[src/rtl/nirq_pkg.sv]
package nirq_pkg;
    localparam int WORD_W     = 16;
    localparam int NUM_BANKS  = 2;
    localparam int NUM_SLOTS  = 5;
    localparam int SLOT_W     = 3;
    localparam int PORT_W     = 4;
    localparam int SLOT_STEP  = 4;
    localparam int ADDR_W     = 8;
    localparam int MASK_OUT_W = 8;

    localparam logic [ADDR_W-1:0] ADR_STAT_A = 8'h20;
    localparam logic [ADDR_W-1:0] ADR_STAT_B = 8'h22;
    localparam logic [ADDR_W-1:0] ADR_MASK_A = 8'h2A;
    localparam logic [ADDR_W-1:0] ADR_MASK_B = 8'h2C;

    typedef enum logic [0:0] {
        ST_IDLE = 1'b0,
        ST_ACK  = 1'b1
    } bus_state_e;
endpackage

[src/rtl/nirq_decode.sv]
module nirq_decode #(
    parameter int WORD_W    = nirq_pkg::WORD_W,
    parameter int NUM_SLOTS = nirq_pkg::NUM_SLOTS,
    parameter int SLOT_W    = nirq_pkg::SLOT_W,
    parameter int PORT_W    = nirq_pkg::PORT_W,
    parameter int SLOT_STEP = nirq_pkg::SLOT_STEP
) (
    input  logic                  valid,
    input  logic [SLOT_W-1:0]     slot,
    input  logic [PORT_W-1:0]     port,
    output logic [2*WORD_W-1:0]   hit
);
    localparam int LW = 2 * WORD_W;
    localparam logic [LW-1:0] ONE = LW'(1);

    int bank;
    int base;
    int pos;

    // Slot 0 sits alone in bank A; later slots stack in bank B.
    always_comb begin
        hit  = '0;
        bank = 0;
        base = 0;
        pos  = 0;
        if (valid && (int'(slot) < NUM_SLOTS)) begin
            bank = (slot == '0) ? 0 : 1;
            base = (slot == '0) ? 0 : (int'(slot) - 1) * SLOT_STEP;
            pos  = base + int'(port);
            if (pos < WORD_W) begin
                hit = ONE << (bank * WORD_W + pos);
            end
        end
    end
endmodule

[src/rtl/nirq_status.sv]
module nirq_status #(
    parameter int WORD_W    = nirq_pkg::WORD_W,
    parameter int NUM_BANKS = nirq_pkg::NUM_BANKS
) (
    input  logic                        clk,
    input  logic                        rst_n,
    input  logic [NUM_BANKS*WORD_W-1:0] raise_hit,
    input  logic [NUM_BANKS*WORD_W-1:0] drop_hit,
    output logic [NUM_BANKS*WORD_W-1:0] stat_q,
    output logic                        irq_q
);
    logic [NUM_BANKS-1:0] bank_quiet;

    genvar b;
    generate
        for (b = 0; b < NUM_BANKS; b++) begin : g_bank
            assign bank_quiet[b] = &stat_q[b*WORD_W +: WORD_W];
        end
    endgenerate

    // Withdraw first, then raise, so a raise on the same bit wins.
    always_ff @(posedge clk or negedge rst_n) begin
        if (!rst_n) begin
            stat_q <= '1;
            irq_q  <= 1'b0;
        end else begin
            stat_q <= (stat_q | drop_hit) & ~raise_hit;
            irq_q  <= ~&bank_quiet;
        end
    end
endmodule

[src/rtl/nirq_bus.sv]
module nirq_bus
    import nirq_pkg::*;
#(
    parameter int WORD_W     = nirq_pkg::WORD_W,
    parameter int ADDR_W     = nirq_pkg::ADDR_W,
    parameter int MASK_OUT_W = nirq_pkg::MASK_OUT_W
) (
    input  logic              clk,
    input  logic              rst_n,
    input  logic              req,
    input  logic              wr,
    input  logic [ADDR_W-1:0] addr,
    input  logic [WORD_W-1:0] wdata,
    input  logic [WORD_W-1:0] stat_a,
    input  logic [WORD_W-1:0] stat_b,
    output logic              ack,
    output logic [WORD_W-1:0] rdata,
    output logic [MASK_OUT_W-1:0] slot_mask
);
    bus_state_e state_q;
    bus_state_e state_nx;
    logic              accept;
    logic [WORD_W-1:0] rdata_q;
    logic [WORD_W-1:0] mask_a_q;
    logic [WORD_W-1:0] mask_b_q;
    logic [WORD_W-1:0] rd_sel;

    always_ff @(posedge clk or negedge rst_n) begin
        if (!rst_n) state_q <= ST_IDLE;
        else        state_q <= state_nx;
    end

    always_comb begin
        state_nx = state_q;
        unique case (state_q)
            ST_IDLE: state_nx = req ? ST_ACK : ST_IDLE;
            ST_ACK:  state_nx = ST_IDLE;
            default: state_nx = ST_IDLE;
        endcase
    end

    assign accept = (state_q == ST_IDLE) && req;

    always_comb begin
        unique case (addr)
            ADR_STAT_A: rd_sel = stat_a;
            ADR_STAT_B: rd_sel = stat_b;
            ADR_MASK_A: rd_sel = mask_a_q;
            ADR_MASK_B: rd_sel = mask_b_q;
            default:    rd_sel = '0;
        endcase
    end

    always_ff @(posedge clk or negedge rst_n) begin
        if (!rst_n) begin
            rdata_q  <= '0;
            mask_a_q <= '0;
            mask_b_q <= '0;
        end else if (accept) begin
            if (wr) begin
                rdata_q <= '0;
                if (addr == ADR_MASK_A) mask_a_q <= wdata;
                if (addr == ADR_MASK_B) mask_b_q <= wdata;
            end else begin
                rdata_q <= rd_sel;
            end
        end
    end

    // Output process: response only during ACK.
    always_comb begin
        ack   = (state_q == ST_ACK);
        rdata = ack ? rdata_q : '0;
    end

    assign slot_mask = mask_a_q[MASK_OUT_W-1:0];
endmodule

[src/rtl/nirq_aggregator.sv]
module nirq_aggregator
    import nirq_pkg::*;
(
    input  logic              clk,
    input  logic              rst_n,
    input  logic              rq_v,
    input  logic [SLOT_W-1:0] rq_slot,
    input  logic [PORT_W-1:0] rq_port,
    input  logic              wd_v,
    input  logic [SLOT_W-1:0] wd_slot,
    input  logic [PORT_W-1:0] wd_port,
    input  logic              bus_req,
    input  logic              bus_wr,
    input  logic [ADDR_W-1:0] bus_addr,
    input  logic [WORD_W-1:0] bus_wdata,
    output logic [WORD_W-1:0] bus_rdata,
    output logic              bus_ack,
    output logic [WORD_W-1:0] stat_a,
    output logic [WORD_W-1:0] stat_b,
    output logic              irq_o,
    output logic [MASK_OUT_W-1:0] slot_mask
);
    localparam int LW = NUM_BANKS * WORD_W;

    logic [1:0]             sv;
    logic [1:0][SLOT_W-1:0] ss;
    logic [1:0][PORT_W-1:0] sp;
    logic [1:0][LW-1:0]     hits;
    logic [LW-1:0]          stat_all;

    assign sv = {wd_v, rq_v};
    assign ss = {wd_slot, rq_slot};
    assign sp = {wd_port, rq_port};

    genvar g;
    generate
        for (g = 0; g < 2; g++) begin : g_dec
            nirq_decode #(
                .WORD_W(WORD_W), .NUM_SLOTS(NUM_SLOTS), .SLOT_W(SLOT_W),
                .PORT_W(PORT_W), .SLOT_STEP(SLOT_STEP)
            ) u_dec (
                .valid(sv[g]), .slot(ss[g]), .port(sp[g]), .hit(hits[g])
            );
        end
    endgenerate

    nirq_status #(.WORD_W(WORD_W), .NUM_BANKS(NUM_BANKS)) u_stat (
        .clk(clk), .rst_n(rst_n),
        .raise_hit(hits[0]), .drop_hit(hits[1]),
        .stat_q(stat_all), .irq_q(irq_o)
    );

    assign stat_a = stat_all[WORD_W-1:0];
    assign stat_b = stat_all[2*WORD_W-1:WORD_W];

    nirq_bus #(.WORD_W(WORD_W), .ADDR_W(ADDR_W), .MASK_OUT_W(MASK_OUT_W)) u_bus (
        .clk(clk), .rst_n(rst_n),
        .req(bus_req), .wr(bus_wr), .addr(bus_addr), .wdata(bus_wdata),
        .stat_a(stat_a), .stat_b(stat_b),
        .ack(bus_ack), .rdata(bus_rdata), .slot_mask(slot_mask)
    );
endmodule

[config.mk]
export PLATFORM = sky130hd
export DESIGN_NAME = nirq_aggregator
export DESIGN_NICKNAME = d
export VERILOG_FILES = /design/src/rtl/nirq_pkg.sv /design/src/rtl/nirq_decode.sv /design/src/rtl/nirq_status.sv /design/src/rtl/nirq_bus.sv /design/src/rtl/nirq_aggregator.sv
export SDC_FILE = /design/constraint.sdc
export NUM_CORES = 1
export LEC_CHECK = 0
export BUFFER_PORTS_ARGS = -buffer_cell sky130_fd_sc_hd__buf_4
export CAP_MARGIN = 5
export CORE_UTILIZATION = 38
export DETAILED_ROUTE_END_ITERATION = 12
export PLACE_DENSITY_LB_ADDON = 0.08
export SETUP_SLACK_MARGIN = 0.1
export SYNTH_ARGS = -nofsm -noshare
export SYNTH_HDL_FRONTEND = slang
export SYNTH_HIERARCHICAL = 1
export SYNTH_SLANG_ARGS = --single-unit
[constraint.sdc]
create_clock -name clk -period 1.7 [get_ports clk]
set_clock_uncertainty 0.05 [all_clocks]
set_input_delay 0.085 -clock clk [delete_from_list [all_inputs] [get_ports clk]]
set_output_delay 0.085 -clock clk [all_outputs]
set_load 0.01 [all_outputs]
[Yosys cells after proc, flatten, opt, wreduce, memory -nomap -nowiden]
Cells that the tools add are included.
Operators by class
  reductions and logical operators: 9
  equal/unequal tests: 4
  muxes and demuxes: 13
  magnitude comparators: 4
  add/subtract/negate cells: 6
  shifts and indexed selects: 2
  bitwise gates (word level): 4
Operators by type and width (count)
  $mux W32: 6
  $add A32 B32 Y32: 2
  $add A32 B5 Y32: 2
  $lt A32 B6 Y1 const B: 2
  $pmux W16 S4: 1
  $shl A1 B32 Y32 const A: 2
  $and A32 B32 Y32: 1
  $eq A8 B6 Y1 const B: 4
  $mux W16: 2
  $not A32 Y32: 1
  $or A32 B32 Y32: 1
  $reduce_and A32 Y1: 1
  $sub A3 B1 Y4 const B: 2
  $logic_not A3 Y1: 2
  $lt A3 B3 Y1 const B: 2
  $reduce_and A3 Y1: 2
  $logic_and A1 B1 Y1: 3
  $mux W1: 3
  $pmux W1 S2: 1
  $logic_not A1 Y1: 1
  $not A1 Y1: 1
Storage, ports and cells
  bits of input ports: 44
  word-level logic and storage cells: 48
  register bits after elaboration: 82
  output and inout port bits: 58

[Longest topological paths before layout]
Gate-level depths: netlist (run 1).
  word-level depth: 9
  gate-level depth with buffers: 14
  gate-level depth less buffers: 14

[Cells and area by module]
The synthesis (run 1) kept the hierarchy.
Modules (own cells, without submodules)
  nirq_bus: times used 1, area each 2580.0 um^2, cells each 232, sequential area each 1226.2 um^2
  nirq_status: times used 1, area each 1172.4 um^2, cells each 108, sequential area each 865.8 um^2
  nirq_decode at g_dec[1].u_dec: times used 1, area each 590.6 um^2, cells each 86, sequential area each 0.0 um^2
  nirq_decode at g_dec[0].u_dec: times used 1, area each 560.5 um^2, cells each 80, sequential area each 0.0 um^2

[Worst setup path after synthesis (run 1)]
OpenSTA, ideal clock, no wires.
  path type: input port to flip-flop
  start: input port wd_slot[0]
  end: register u_stat.stat_q[12]
  buffers on the path: 0
  stages: 13
  path slack: -794 ps
  library setup time: 67 ps
  arrival: 2377 ps
  data required time: 1583 ps
  cells stage by stage: or3_1 nor2b_1 ha_1 inv_1 fa_1 xor2_1 ha_1 ha_1 and4bb_2 nand4b_1 nor2_1 nor2_1 nor2_1
RTL lines
  start, declared: line nirq_aggregator.sv:10  | input logic [SLOT_W-1:0] wd_slot,
  end signal, assigned: line nirq_status.sv:27  | stat_q <= (stat_q | drop_hit) & ~raise_hit;
  end, declared: line nirq_status.sv:9  | output logic [NUM_BANKS*WORD_W-1:0] stat_q,

==> results of run 1 <==
[layout by cell type, fill, tap and decap left out, drive strengths merged, types with 3 or more instances in the layout]
master,netlist,layout
nor3b,15,15
mux2,32,32
nor2,126,126
a21oi,18,18
nor3,3,3
buf,18,152
dfrtp,50,50
and3b,5,5
conb,4,16
and2,19,19
a221oi,15,15
nor4,3,3
nand3,23,23
inv,9,10
dlygate4sd3,0,17
nand2,23,23
or3b,16,16
clkbuf,10,12
nand4b,4,4
ha,18,18
o21ai,18,18
nand4,23,23
dfstp,32,32
[metal layers]
metal	GRT usage (%)	vias up	wire (um)
met4	8.14	0	278
met5	0	-	0
li1	-	2086	-
met2	36.1	124	6600
met3	4.45	25	620
met1	30.5	2108	6570
[worst max path at each step]
stage | slack [ns] | start | to | cells past startpoint
floorplan | -0.79 | wd_slot[0] | u_stat/stat_q[12]$_DFF_PN1_ | 13
global placement | -1.02 | wd_slot[0] | u_stat/stat_q[28]$_DFF_PN1_ | 14
detailed placement | -1.14 | wd_slot[0] | u_stat/stat_q[31]$_DFF_PN1_ | 14
CTS | -0.62 | wd_slot[0] | u_stat/stat_q[31]$_DFF_PN1_ | 14
global route | -0.79 | wd_slot[0] | u_stat/stat_q[27]$_DFF_PN1_ | 15
finish | -0.64 | wd_slot[0] | u_stat/stat_q[26]$_DFF_PN1_ | 15
[metrics by stage]
step	power (mW)	cell area, um^2	hold slack (ns)
finish	4.84	7000	0.0883
floorplan	2.35	4970	-0.261
global route	5.06	7000	0.114
CTS	4.87	6890	0.0875
detailed placement	2.64	6110	-0.0971
global placement	2.63	6110	-0.0932
[what timing repair did]
item | in CTS | in global routing
hold buffers | 17 | 0
endpoints found under the setup margin | 80 | 80
resized for setup | 40 | 30
cloned | 2 | 0
pin swaps | 30 | 19
endpoints found under the hold margin | 82 | 0
buffers inserted | 8 | 0
[area by class of cell]
cell class	count	area share, %
tap	172	3.08
clock buffer	11	3.47
sequential	82	29.9
clock inverter	5	1.09
timing repair buffer	170	20.3
multi-input combinational	399	41.6
inverter	9	0.483
[kinds of logic (layout without fill, tap and decap cells)]
logic type / Yosys count / count (layout) / share of synthesized area, %
other: 4 / 16 / 0.306
adders and majority gates: 20 / 20 / 5.41
DFF: 82 / 82 / 42.7
muxes: 32 / 32 / 8.11
AOI/OAI and AO/OA: 55 / 55 / 7.25
and+or+nand+nor: 274 / 274 / 31.7
buffers and inverters: 37 / 195 / 4.18
xor gates and xnor gates: 2 / 2 / 0.357
[power by group through the flow]
stage / clock network, mW / logic [mW] / registers [mW]
6_report: 2.12 / 0.725 / 2.00
5_1_grt: 2.25 / 0.801 / 2.00
4_1_cts: 2.16 / 0.712 / 2.00
3_5_place_dp: 0 / 0.611 / 2.03
3_3_place_gp: 0 / 0.599 / 2.03
2_1_floorplan: 0 / 0.319 / 2.03
[flip-flops by register name, summed over array words and instances, names as in the netlist]
name and cells:
u_bus/mask_a_q 16, u_stat/irq_q 1, u_bus/rdata_q 16, u_stat/stat_q 32, u_bus/ack 1, u_bus/mask_b_q 16
==> run metrics, run 1 <==
status=finished, violations left; failing checks=negative setup slack; Core Area=12600 um^2; sequential cell area=2090 um^2; Cell variety after synth=53; CP Class=input pin to register; Min Clock Period, post-route=2.34 ns; delay of the slowest critical-path stage=0.38 ns; Post-synth EDFFs=0; GRT overflow=0; TritonRoute pass-1 iters=4; capturing point of the worst reg2reg path=u_bus/mask_a_q[13]$_DFFE_PN0P_; synth top area cells=dfrtp_1 (26%), dfstp_2 (17%), nor2_1 (9.6%); largest net degree at the start of global routing=36; FMAX=427 MHz; final setup fails=44; ys flop type=dfrtp_1; final setup TNS=-19.66 ns; IO Pins=102; slack of the worst reg-to-reg path=-0.04 ns; Die Y-Extent=116 um; Worst VDD drop=0.511 mV; Final Util=55.5%; # H-tree levels=3; startpoint types=input pin; Via density=5.12; Period Utilization, post-route=138%; DPL Wire Length=10.4 mm; Pleak=3.12 nW; antenna-violating nets left=0; Area Overhead vs Synth=42.7%; Power Internal=3.67 mW; row cnt=41; Worst Path Buf+Inv=3; final net count=735; total vias in the final route=4343; CTS Buffer Depth=2; Final Max Tran Viols=0; port bufs=101; drc violations=0; area leader, netlist=dfrtp_1; area taken by multi-input logic gates=2910 um^2; cell with the most instances after synthesis=nor2_1; Mapped Area=4900 um^2; sequential share of power=41.3%; vias in the first global route=4208; HP Class=input pin to async pin; Antenna Cells=0; most frequent cells after synthesis=nor2_1 (126), dfrtp_1 (50), dfstp_2 (32), nand2_1 (23); Reg clk slew, reported paths=0.06 ns; Die Width=116 um; Max FO, Critical Path=8; Critical R2R Launch=u_bus/ack$_DFF_PN0_; FFs w/ async S/R, synth=100%; Synth top area share=25.5%; Initial Util=38.9%; wire per inst=16.6 um; CP required=1.93 ns; Cell Pwr Density=692 nW/um^2; most used cell, CP=nor2_1; Clock Power Share=43.7%; Num CTS Buffers=9; DRT iter0 DRCs=264; Logic pwr share=15.0%; sw power=1.18 mW; CTS tree=yes; Sw Share=24.3%; routability-driven placement congestion ratio=0.849; CP top delay family=simple AND/OR/NAND/NOR gates; Fin. Hold Viols=0; sequential share of the synthesized area=42.7%; initial antenna violation count=0; cell count after synthesis=506; clk sinks=82; die area=13400 um^2; RSZ-0062 raised after global routing=true; Clock Latency Late Sink=0.35 ns; gr usage total=22.6%; Placed Cells=805; share of layout cells above drive strength 1=47.8%; Arrival @ worst endpoint=2.58 ns; crit end category=register; Setup WS pre-CTS=-1.14 ns; flops & latches, synth=82; Max stage delay cell, worst path=or3_4; YS warnings=6; Non-Filler Instances=848; R2R depth=6; final setup margin=-0.642 ns; average cell area after synthesis=9.69 um^2; first-pass GRT wire length=22.6 mm; cells along the critical path=buf_6 > or3_4 > nor2b_4 > ha_4 > inv_2 > fa_2 > xor2_1 > ha_2 > ha_4 > and4bb_4 > buf_6 > nand4b_4 > nor2_1 > nor2_1 > nor2_1; root buf cell=clkbuf_16; MaxCap Viol Count=0; final wirelength=14.1 mm; # fillers=1193
Note: power is estimated with default switching activity, not from simulation.
==> run 2, diff against run 1 <==
Settings changed: CTS_BUF_LIST set to sky130_fd_sc_hd__clkbuf_2 sky130_fd_sc_hd__clkbuf_4 sky130_fd_sc_hd__clkbuf_8.
==> run 2 against run 1 <==
Against the previous run:
- the run still ends with negative setup slack left
- cell area down 1.3%
- via count down 0.81%
- core utilization down 0.70 points
- die area unchanged
- global-route usage down 0.43 points
- fmax up 1.6%
- cell count down 0.12%
- combinational power about the same
- sequential power about the same
- critical path depth down 1
- critical endpoint is now u_stat/stat_q[31]$_DFF_PN1_
==> run metrics, run 2 (synthesis gave the netlist of run 1 again) <==
Largest register FFs=32 (unchanged); Final Util=54.7% (-0.70 points); final wirelength=14.0 mm (-0.78%); most frequent cells in the layout=buf_4 (139), nor2_1 (113), dfrtp_1 (49); Largest Register=u_stat/stat_q; commonest non-fill, non-tap cell in the layout=buf_4; wire per inst=16.5 um (-0.66%); Non-Filler Instances=847 (-0.12%); # H-tree levels=3 (unchanged); Max FO, Critical Path=8 (unchanged); Die Y-Extent=116 um (unchanged); TritonRoute pass-1 iters=4 (unchanged); largest net degree at the start of global routing=36 (unchanged); Worst Setup SP=wd_slot[0]; Setup WS pre-CTS=-1.14 ns (unchanged); FMAX=434 MHz (+1.6%); RSZ-0062 raised after global routing=true; Core Area=12600 um^2 (unchanged); startpoint types=input pin; Pleak=3.08 nW (-1.0%); R2R depth=6 (unchanged); Total Power=4.33 mW (-11%); DRT iter0 DRCs=277 (+4.9%); CP Class=input pin to register; MaxCap Viol Count=0 (unchanged); Worst VDD drop=0.311 mV (-39%); Design Area, Final=6910 um^2 (-1.3%); DPL Wire Length=10.4 mm (unchanged); failing checks=negative setup slack; Die Width=116 um (unchanged); vias in the first global route=4205 (-0.071%); Arrival @ worst endpoint=2.56 ns (-0.02 ns); hold slack=0.0589 ns (-0.0294 ns); HP Class=input pin to async pin; Cell Pwr Density=627 nW/um^2 (-9.5%); capturing point of the worst reg2reg path=u_bus/mask_a_q[13]$_DFFE_PN0P_; Initial Util=38.9% (unchanged); final setup TNS=-18.72 ns (+0.945 ns); Period Utilization, post-route=136% (-2.2 points); gr usage total=22.2% (-0.43 points); CTS Buffer Depth=2 (unchanged); final net count=734 (-0.14%); Fin. Hold Viols=0 (unchanged); first-pass GRT wire length=22.4 mm (-0.76%); Antenna Cells=0 (unchanged); slack of the worst reg-to-reg path=-0.04 ns (about the same); row cnt=41 (unchanged); die area=13400 um^2 (unchanged); IO Pins=102 (unchanged); antenna-violating nets left=0 (unchanged); crit end category=register; root buf cell=clkbuf_8; total vias in the final route=4308 (-0.81%); GRT overflow=0 (unchanged); dpl cell area=6110 um^2 (unchanged); port bufs=101 (unchanged); Num CTS Buffers=9 (unchanged); final setup margin=-0.604 ns (+0.0377 ns); CTS tree=yes; Area Overhead vs Synth=40.9%; final setup fails=46 (+4.5%); CP required=1.95 ns (+0.02 ns); Critical R2R Launch=u_bus/ack$_DFF_PN0_; drc violations=0 (unchanged); initial antenna violation count=0 (unchanged); Via density=5.09 (-0.69%); routability-driven placement congestion ratio=0.849 (unchanged); Reg clk slew, reported paths=0.08 ns (+0.02 ns); clk sinks=82 (unchanged); Min Clock Period, post-route=2.30 ns (-0.0377 ns); Clock Latency Late Sink=0.37 ns (+0.02 ns); Final Max Tran Viols=0 (unchanged); status=finished, violations left; Placed Cells=805 (unchanged); crit path to=u_stat/stat_q[31]$_DFF_PN1_; # fillers=1204 (+0.92%); share of layout cells above drive strength 1=48.1% (+0.37 points)
run 2: area by class of cell:
type | instances | area (um^2) | share of cell area, %
clock buffer | 11 | 145 | 2.10
clock inverter | 5 | 76.3 | 1.10
inverter | 9 | 33.8 | 0.489
multi-input combinational | 399 | 2930 | 42.4
sequential | 82 | 2090 | 30.3
tap | 172 | 215 | 3.11
timing repair buffer | 169 | 1420 | 20.5
run 2: layer usage:
metal,share of wire [%],track usage (%),vias to the layer above
li1,-,-,2085
met3,4.6,3.19,18
met1,47,30.4,2082
met2,47,35.8,123
met4,1.6,7.88,0
met5,0,0,-
run 2: worst min-delay path by stage:
stage,depth (start not counted),slack (ns),end,start
floorplan,0,-0.26,u_bus/ack$_DFF_PN0_,rst_n
global placement,1,-0.09,u_bus/rdata_q[12]$_DFFE_PN0P_,rst_n
detailed placement,1,-0.1,u_bus/rdata_q[10]$_DFFE_PN0P_,rst_n
CTS,2,0.06,u_bus/rdata_q[6]$_DFFE_PN0P_,rst_n
global route,2,0.09,u_bus/rdata_q[8]$_DFFE_PN0P_,rst_n
finish,2,0.06,u_bus/rdata_q[6]$_DFFE_PN0P_,rst_n
run 2: power breakdown:
group	internal, mW	switching, mW
clock	0.880	0.724
combinational	0.361	0.365
sequential	1.98	0.0193
total	3.22	1.11
run 2: worst max-delay path, stage by stage:
cell and delay [ns]:
buf_6 0.09, or3_4 0.38, nor2b_4 0.14, ha_4 0.15, inv_2 0.04, fa_2 0.20
xor2_1 0.16, ha_2 0.22, ha_4 0.19, and4bb_4 0.34, nand4_4 0.18, nor3b_2 0.21
nor2_1 0.06, nor2_1 0.10
run 2: repair_timing:
action	in CTS	in global routing
pin swaps	29	22
resized for setup	38	34
endpoints found under the hold margin	92	0
setup buffers	7	0
setup endpoints to repair	80	80
gates cloned	2	0
hold buffers	17	0
==> run 3, diff against run 2 <==
Settings changed: REMOVE_ABC_BUFFERS set to 1.
==> run 3 against run 2 <==
Against the previous run:
- the flow still finishes with violations (negative setup slack)
- largest power group unchanged
- global-route usage up 0.093 points
- routed wire length up 3.7%
- cell area up 0.29%
- sequential share of layout area down 0.11 points
- non-clock buffer count up 8
- via count up 1.9%
- worst hold slack better by 0.024 ns
- critical path depth up 2
- die area unchanged
==> run metrics, run 3 (synthesis gave the netlist of run 1 again) <==
status=finished, violations left; failing checks=negative setup slack; initial antenna violation count=0 (unchanged); TritonRoute pass-1 iters=5 (+1); DRT iter0 DRCs=366 (+32%); Via density=5.13 (+0.90%); DPL Wire Length=10.4 mm (about the same); final wirelength=14.5 mm (+3.7%); sequential cell area=2090 um^2 (about the same); HP Class=input pin to async pin; area taken by multi-input logic gates=2880 um^2 (-1.8%); Largest register FFs=32 (unchanged); GRT overflow=0 (unchanged); Core Area=12600 um^2 (unchanged); RSZ-0062 raised after global routing=true; root buf cell=clkbuf_8; Die Y-Extent=116 um (unchanged); routability-driven placement congestion ratio=0.804 (-5.3%); Final Max Tran Viols=0 (unchanged); port bufs=101 (unchanged); Power Internal=3.11 mW (-3.6%); Cell Pwr Density=606 nW/um^2 (-3.3%); final setup TNS=-21.25 ns (-2.53 ns); Largest Register=u_stat/stat_q; Logic pwr share=17.5% (+0.7 points); most frequent cells in the layout=buf_4 (146), nor2_1 (108), dfrtp_1 (50); row cnt=41 (unchanged); Setup WS pre-CTS=-1.16 ns (-0.0277 ns); MaxCap Viol Count=0 (unchanged); total vias in the final route=4388 (+1.9%); drc violations=0 (unchanged); crit end category=register; final setup fails=44 (-4.3%); Max FO, Critical Path=8 (unchanged); Antenna Cells=0 (unchanged); wire per inst=16.9 um (+2.8%); Pleak=3.08 nW (about the same); Fin. Hold Viols=0 (unchanged); sw power=1.09 mW (-1.5%); Reg clk slew, reported paths=0.08 ns (about the same); vias in the first global route=4328 (+2.9%); Total Power=4.20 mW (-3.0%); Non-Filler Instances=855 (+0.94%); # fillers=1193 (-0.91%); sequential share of power=47.6% (+1.4 points); FMAX=413 MHz (-4.8%); Clock Latency Late Sink=0.35 ns (-0.02 ns); Sw Share=26.0% (+0.40 points); Worst VDD drop=0.267 mV (-14%); Min Clock Period, post-route=2.42 ns (+0.115 ns); Die Width=116 um (unchanged); die area=13400 um^2 (unchanged); largest net degree at the start of global routing=32 (-11%); Placed Cells=814 (+1.1%); hold slack=0.0827 ns (+0.0238 ns); Initial Util=38.9% (unchanged); CP Class=input pin to register; CTS Buffer Depth=2 (unchanged); CTS tree=yes; commonest non-fill, non-tap cell in the layout=buf_4; final net count=742 (+1.1%); first-pass GRT wire length=22.6 mm (+0.86%); antenna-violating nets left=0 (unchanged); Arrival @ worst endpoint=2.65 ns (+0.09 ns); final setup margin=-0.720 ns (-0.115 ns); startpoint types=input pin; CP required=1.93 ns (-0.02 ns); clk sinks=82 (unchanged); gr usage total=22.3% (+0.093 points); share of layout cells above drive strength 1=47.6% (-0.56 points); Period Utilization, post-route=142% (+6.8 points); Num CTS Buffers=9 (unchanged); IO Pins=102 (unchanged); Clock Power Share=34.9% (-2.1 points); Area Overhead vs Synth=41.3%; # H-tree levels=3 (unchanged)
## run 3: per-stage QoR
step | util [%] | instance area, um^2
6_report | 54.9 | 6930
5_1_grt | 54.9 | 6930
4_1_cts | 53.4 | 6730
3_5_place_dp | 49.0 | 6180
3_3_place_gp | 49.0 | 6180
2_1_floorplan | - | 4780
## run 3: cell type report
| cell class | instances | share of cell area, % |
|---|---|---|
| multi-input combinational | 399 | 41.5 |
| sequential | 82 | 30.2 |
| timing repair buffer | 177 | 21.8 |
| tap | 172 | 3.11 |
| clock buffer | 13 | 2.31 |
| clock inverter | 3 | 0.560 |
| inverter | 9 | 0.488 |
## run 3: worst max-delay path, stage by stage
cell	delay, ns
buf_8	0.10
or3_4	0.38
nor2b_4	0.14
ha_4	0.16
inv_2	0.05
fa_2	0.21
xor2_1	0.15
ha_2	0.21
ha_4	0.19
and4bb_4	0.35
buf_12	0.12
nand3_2	0.08
buf_8	0.18
nor2_1	0.10
nor2_1	0.06
nor2_1	0.09
## run 3: worst paths after layout
kind	start	endpoint	slack, ns	cells past startpoint
min in group clk	bus_req	u_bus/ack$_DFF_PN0_	0.12	4
worst min-delay path	rst_n	u_bus/mask_b_q[12]$_DFFE_PN0P_	0.08	2
max in group asynchronous	rst_n	u_stat/stat_q[14]$_DFF_PN1_	0.95	3
worst min register to register	u_bus/rdata_q[10]$_DFFE_PN0P_	u_bus/rdata_q[10]$_DFFE_PN0P_	0.42	2
worst max-delay path	wd_slot[0]	u_stat/stat_q[1]$_DFF_PN1_	-0.72	16
worst max register to register	u_bus/ack$_DFF_PN0_	u_bus/mask_a_q[8]$_DFFE_PN0P_	-0.05	6
## run 3: power by group through the flow
stage / Combinational (mW) / Sequential, mW / Clock, mW
6_report: 0.736 / 2.00 / 1.46
5_1_grt: 0.806 / 2.00 / 1.58
4_1_cts: 0.688 / 2.00 / 1.49
3_5_place_dp: 0.613 / 2.03 / 0
3_3_place_gp: 0.601 / 2.03 / 0
2_1_floorplan: 0.270 / 2.04 / 0
## run 3: timing repair
| item | in CTS | in global routing |
|---|---|---|
| gates cloned | 1 | 1 |
| setup buffers | 4 | 2 |
| endpoints found under the setup margin | 80 | 80 |
| gates resized for setup | 28 | 40 |
| hold buffers | 17 | 0 |
| endpoints found under the hold margin | 82 | 0 |
| pin swaps | 23 | 14 |
## run 3: metal layers
| layer | GRT usage (%) | wire [um] | up-vias |
|---|---|---|---|
| met1 | 29.6 | 6520 | 2145 |
| met5 | 0 | 0 | - |
| met4 | 5.80 | 147 | 0 |
| met2 | 37.5 | 7080 | 140 |
| li1 | - | - | 2091 |
| met3 | 3.82 | 742 | 12 |
